[src/rtl/berr_pkg.sv]
package berr_pkg;

    // Number of tracked error sources; bit positions below are decoded by software.
    localparam int NUM_ERR    = 3;
    localparam int BIT_SEC_DP = 0;   // downstream write, parity error on secondary
    localparam int BIT_PRI_DP = 1;   // upstream write, parity error on primary
    localparam int BIT_SSERR  = 2;   // secondary system error received

    typedef logic [NUM_ERR-1:0] err_vec_t;

    typedef enum logic {
        DIR_DOWN = 1'b0,
        DIR_UP   = 1'b1
    } xfer_dir_e;

    typedef struct packed {
        logic      valid;
        xfer_dir_e dir;
        logic      init_seen;
    } par_evt_t;

    typedef struct packed {
        logic sec_par;
        logic pri_par;
        logic serr;
        logic sec_serr;
    } ctl_en_t;

    typedef struct packed {
        logic sec_par;
        logic pri_par;
        logic sserr;
    } ctl_msk_t;

    // Next value of a write-1-to-clear sticky vector; set takes priority.
    function automatic err_vec_t w1c_next(err_vec_t cur, err_vec_t set, err_vec_t clr);
        return set | (cur & ~clr);
    endfunction

    function automatic err_vec_t mask_vec(ctl_msk_t m);
        err_vec_t v;
        v             = '0;
        v[BIT_SEC_DP] = m.sec_par;
        v[BIT_PRI_DP] = m.pri_par;
        v[BIT_SSERR]  = m.sserr;
        return v;
    endfunction

endpackage

[src/rtl/berr_event_qual.sv]
module berr_event_qual
    import berr_pkg::*;
(
    input  par_evt_t evt,
    input  logic     sserr_evt,
    input  ctl_en_t  en,
    input  ctl_msk_t msk,
    output err_vec_t sts_set,
    output err_vec_t int_set,
    output logic     serr_req
);

    logic par_report;
    logic par_fwd;
    logic sserr_fwd;

    // A parity error already flagged on the initiating bus is not reported here.
    assign par_report = evt.valid & ~evt.init_seen;

    always_comb begin
        sts_set             = '0;
        sts_set[BIT_SEC_DP] = par_report & (evt.dir == DIR_DOWN) & en.sec_par;
        sts_set[BIT_PRI_DP] = par_report & (evt.dir == DIR_UP)   & en.pri_par;
        sts_set[BIT_SSERR]  = sserr_evt;
    end

    assign int_set   = sts_set & ~mask_vec(msk);

    assign par_fwd   = par_report & en.sec_par & en.pri_par & en.serr;
    assign sserr_fwd = sserr_evt & en.serr & en.sec_serr;
    assign serr_req  = par_fwd | sserr_fwd;

endmodule

[src/rtl/berr_w1c_bank.sv]
module berr_w1c_bank #(
    parameter int W = 3
) (
    input  logic         clk,
    input  logic         rst,
    input  logic [W-1:0] set,
    input  logic         clr_en,
    input  logic [W-1:0] clr,
    output logic [W-1:0] q
);

    for (genvar i = 0; i < W; i++) begin : g_bit
        always_ff @(posedge clk) begin
            if (rst) begin
                q[i] <= 1'b0;
            end else if (set[i]) begin
                q[i] <= 1'b1;
            end else if (clr_en && clr[i]) begin
                q[i] <= 1'b0;
            end
        end
    end

endmodule

[src/rtl/berr_serr_drv.sv]
module berr_serr_drv (
    input  logic clk,
    input  logic rst,
    input  logic req,
    output logic serr_n
);

    // One registered low cycle per sampled request; released (high) otherwise.
    always_ff @(posedge clk) begin
        if (rst) begin
            serr_n <= 1'b1;
        end else begin
            serr_n <= ~req;
        end
    end

endmodule

[src/rtl/bridge_err_reporter.sv]
module bridge_err_reporter
    import berr_pkg::*;
#(
    parameter int ADDR_W = 2
) (
    input  logic               clk,
    input  logic               rst,
    input  logic               pe_valid,
    input  logic               pe_dir_up,
    input  logic               pe_init_seen,
    input  logic               sserr_pulse,
    input  logic               en_sec_par,
    input  logic               en_pri_par,
    input  logic               en_serr,
    input  logic               en_sec_serr,
    input  logic               msk_sec_par,
    input  logic               msk_pri_par,
    input  logic               msk_sserr,
    input  logic               reg_wr,
    input  logic [ADDR_W-1:0]  reg_addr,
    input  logic [NUM_ERR-1:0] reg_wdata,
    output logic [NUM_ERR-1:0] reg_rdata,
    output logic               irq,
    output logic               pri_serr_n
);

    localparam logic [ADDR_W-1:0] STS_ADDR = ADDR_W'(0);
    localparam logic [ADDR_W-1:0] INT_ADDR = ADDR_W'(1);

    par_evt_t evt;
    ctl_en_t  en;
    ctl_msk_t msk;
    err_vec_t sts_set;
    err_vec_t int_set;
    err_vec_t sts_q;
    err_vec_t int_q;
    logic     serr_req;
    logic     sts_clr_en;
    logic     int_clr_en;

    assign evt = '{valid: pe_valid, dir: xfer_dir_e'(pe_dir_up), init_seen: pe_init_seen};
    assign en  = '{sec_par: en_sec_par, pri_par: en_pri_par, serr: en_serr, sec_serr: en_sec_serr};
    assign msk = '{sec_par: msk_sec_par, pri_par: msk_pri_par, sserr: msk_sserr};

    berr_event_qual u_qual (
        .evt      (evt),
        .sserr_evt(sserr_pulse),
        .en       (en),
        .msk      (msk),
        .sts_set  (sts_set),
        .int_set  (int_set),
        .serr_req (serr_req)
    );

    assign sts_clr_en = reg_wr && (reg_addr == STS_ADDR);
    assign int_clr_en = reg_wr && (reg_addr == INT_ADDR);

    berr_w1c_bank #(.W(NUM_ERR)) u_sts (
        .clk   (clk),
        .rst   (rst),
        .set   (sts_set),
        .clr_en(sts_clr_en),
        .clr   (reg_wdata),
        .q     (sts_q)
    );

    berr_w1c_bank #(.W(NUM_ERR)) u_int (
        .clk   (clk),
        .rst   (rst),
        .set   (int_set),
        .clr_en(int_clr_en),
        .clr   (reg_wdata),
        .q     (int_q)
    );

    berr_serr_drv u_serr (
        .clk   (clk),
        .rst   (rst),
        .req   (serr_req),
        .serr_n(pri_serr_n)
    );

    always_comb begin
        unique case (reg_addr)
            STS_ADDR: reg_rdata = sts_q;
            INT_ADDR: reg_rdata = int_q;
            default:  reg_rdata = '0;
        endcase
    end

    assign irq = |int_q;

endmodule

[config.mk]
export PLATFORM = sky130hd
export DESIGN_NAME = bridge_err_reporter
export DESIGN_NICKNAME = d
export VERILOG_FILES = /design/src/rtl/berr_pkg.sv /design/src/rtl/berr_event_qual.sv /design/src/rtl/berr_w1c_bank.sv /design/src/rtl/berr_serr_drv.sv /design/src/rtl/bridge_err_reporter.sv
export SDC_FILE = /design/constraint.sdc
export NUM_CORES = 1
export LEC_CHECK = 0
export BUFFER_PORTS_ARGS = -buffer_cell sky130_fd_sc_hd__buf_2
export CORE_AREA = 2 2 39 41
export CTS_CLUSTER_SIZE = 14
export DETAILED_ROUTE_END_ITERATION = 10
export DIE_AREA = 0 0 41 43
export GPL_TIMING_DRIVEN = 0
export HOLD_SLACK_MARGIN = 0.15
export PLACE_DENSITY = 0.62
export SETUP_SLACK_MARGIN = 0.4
export SLEW_MARGIN = 25
export SYNTH_ARGS = -nofsm -noshare
export SYNTH_HDL_FRONTEND = slang
export SYNTH_HIERARCHICAL = 1
export SYNTH_SLANG_ARGS = --single-unit
[constraint.sdc]
create_clock -name clk -period 0.8 [get_ports clk]
set_input_delay 0 -clock clk [delete_from_list [all_inputs] [get_ports clk]]
set_output_delay 0 -clock clk [all_outputs]
set_load 0.01 [all_outputs]
==> flow_metrics.env <==
export IMPL_yosysTopAreaCell="dfxtp_1"
export IMPL_clockBufferDepth=2
export IMPL_crit_fanout=2
export IMPL_syn_avg_cell_area_um2=8.59
export IMPL_nNetsFinal=95
export IMPL_tritoncts="yes"
export IMPL_whs_ps=-45.4
export IMPL_drt_iter0_markers=12
export IMPL_grt_util_all_layers_pct=12.2
export IMPL_routedWlPerCell_um=10.8
export IMPL_total_power_uw=873
export IMPL_finalClockSkew_ps=0
export IMPL_ys_ff_latch=7
export IMPL_final_common_cell="buf_2"
export IMPL_grt_pass1_vias=364
export IMPL_fin_crit_sh_pct=132
export IMPL_worstSetupStartpointType="flop"
export IMPL_drt_pass1_iter_count=4
export IMPL_layout_common_cells="buf_2 (21), nor2_1 (6), inv_1 (6), dfxtp_2 (6)"
export IMPL_synthTopCellsByArea="dfxtp_1 (36%), a311oi_1 (14%), nor2_1 (8.7%)"
export IMPL_fin_cells=91
export IMPL_min_period_ps=1060
export IMPL_initial_core_util_pct=27.9
export IMPL_chipHeight_um=43
export IMPL_setup_viol=5
export IMPL_vias=416
export IMPL_num_antenna_cells=0
export IMPL_cap_viol_max_count=0
export IMPL_fmax_mhz=944
export IMPL_viasPerCell=4.57
export IMPL_synthesis_area_um2=387
export IMPL_placedCellCount=83
export IMPL_cts_root_buffer="clkbuf_4"
export IMPL_clock_sinks=7
export IMPL_p_leak_nw=0.298
export IMPL_syn_nets=64
export IMPL_worst_ep_required_time_ps=800
export IMPL_rsz0062_at_grt="yes"
export IMPL_status="complete, but fails checks"
export IMPL_finalHoldViolCount=6
export IMPL_layout_setup_ws_ps=-259
export IMPL_worst_pin_slew_ps=322
export IMPL_drv_slew=0
export IMPL_cts_buffers_inserted=3
export IMPL_synth_top_area_share_pct=36.2
export IMPL_syn_to_final_growth_pct=67.3
export IMPL_grt_pass1_wl_mm=1.35
export IMPL_slew_headroom_pct=78.4
export IMPL_portBuffers=22
export IMPL_seq_area_frac_synth_pct=36.2
export IMPL_grt_start_max_net_pins=8
export IMPL_failed_checks="hold timing, setup timing"
export IMPL_io_pins=24
export IMPL_overflow=0
export IMPL_htreeDepth=1
export IMPL_irDropWorstVdd_mv=0.460
export IMPL_dp_slack_ps=-102
export IMPL_dieArea_um2=1760
export IMPL_yosysUniqueCellTypes=19
export IMPL_worstPathArrival_ps=1060
export IMPL_ys_warn_count=6
export IMPL_synthCells=45
export IMPL_hold_class="in2reg"
export IMPL_core_area_um2=1380
export IMPL_ant_nets=0
export IMPL_rows=14
export IMPL_clk_pin_slew_ps=50
export IMPL_antenna_found_initial=0
export IMPL_place_congestion=0.659
export IMPL_p_per_area_nw_per_um2=1350
export IMPL_drc=0
export IMPL_end_kind="output pin"
export IMPL_worstSetupPathType="reg2out"
export IMPL_layout_drive_gt1_share_pct=61.3
export IMPL_clkLatencyLatePin_ps=250
export IMPL_drt_wl_total_um=985
export IMPL_die_w_um=41
[flip-flops by register name, indices dropped and copies added (netlist names)]
signal / cells
u_int/q: 3
u_serr/serr_n: 1
u_sts/q: 3
[metal layers]
layer | track usage, % | wire, um | vias up
met3 | 3.14 | 48 | 2
met1 | 12.4 | 429 | 181
met2 | 18.4 | 499 | 15
met4 | 12.0 | 8 | 0
met5 | 0 | 0 | -
li1 | - | - | 218
[cell families (layout without fill, tap and decap cells)]
group,Yosys count,in the layout,share of synthesized area [%]
AND/OR/NAND/NOR,20,20,31.4
AO/OA/AOI/OAI,7,7,15.5
multiplexers,3,3,7.77
flip-flops,7,7,36.2
buffers and inverters,8,38,9.06
[final cells by class]
cell class,instances,area (um^2)
Fill cell,139,737
Tap cell,16,20.0
Inverter,6,22.5
Clock buffer,4,26.3
Timing Repair Buffer,26,158
Buffer,2,21.3
Sequential cell,7,148
Multi-Input combinational cell,30,251
[repair_timing]
item,4_1_cts,5_1_grt
buffers inserted,2,2
hold endpoints to repair,7,7
setup endpoints to repair,11,11
gates resized for setup,5,8
pin swaps,4,7
[path summary, 6_finish.rpt]
| kind | startpoint | end | slack, ps | cells past startpoint |
|---|---|---|---|---|
| setup / recovery | u_int/q[0] | irq | -260 | 2 |
| hold / removal | reg_wdata[2] | u_int/q[2] | -50 | 2 |
| setup reg to reg | u_int/q[1] | u_int/q[1] | -50 | 4 |
| hold reg to reg | u_sts/q[0] | u_sts/q[0] | 470 | 2 |
[critical path: stages (launching register included)]
cell and delay [ps]:
dfxtp_2 310, or3_4 370, buf_6 120
[where the power goes]
part	leakage, nW	internal, mW	total, mW	switching [mW]
combinational	0.224	0.103	0.176	0.0738
sequential	0.0597	0.366	0.374	0.00837
clock	0.0150	0.190	0.322	0.132
total	0.298	0.659	0.873	0.214
[cell usage after synthesis]
| library cell | n |
|---|---|
| buf_4 | 1 |
| clkbuf_2 | 1 |
| a21boi_0 | 1 |
| nand2_1 | 1 |
| nor2_1 | 9 |
| dfxtp_1 | 7 |
| and4bb_1 | 1 |
| mux2i_1 | 3 |
| and4b_1 | 1 |
| nand2b_1 | 1 |
| nor2b_2 | 1 |
| nor3b_1 | 1 |
| nand4b_1 | 1 |
| inv_1 | 6 |
| a311oi_1 | 6 |
| or3_1 | 1 |
| nor2b_1 | 1 |
| and3b_2 | 1 |
| and2b_1 | 1 |
[stage by stage]
step / setup TNS, ps / utilization (%) / cell area [um^2]
finish: -877 / 46.7 / 647
global route: -1150 / 46.7 / 647
CTS: -772 / 43.3 / 599
detailed placement: -172 / 39.3 / 544
global placement: -125 / 39.3 / 544
floorplan: 0 / - / 414
No activity file was read; power rests on OpenSTA's default activity.
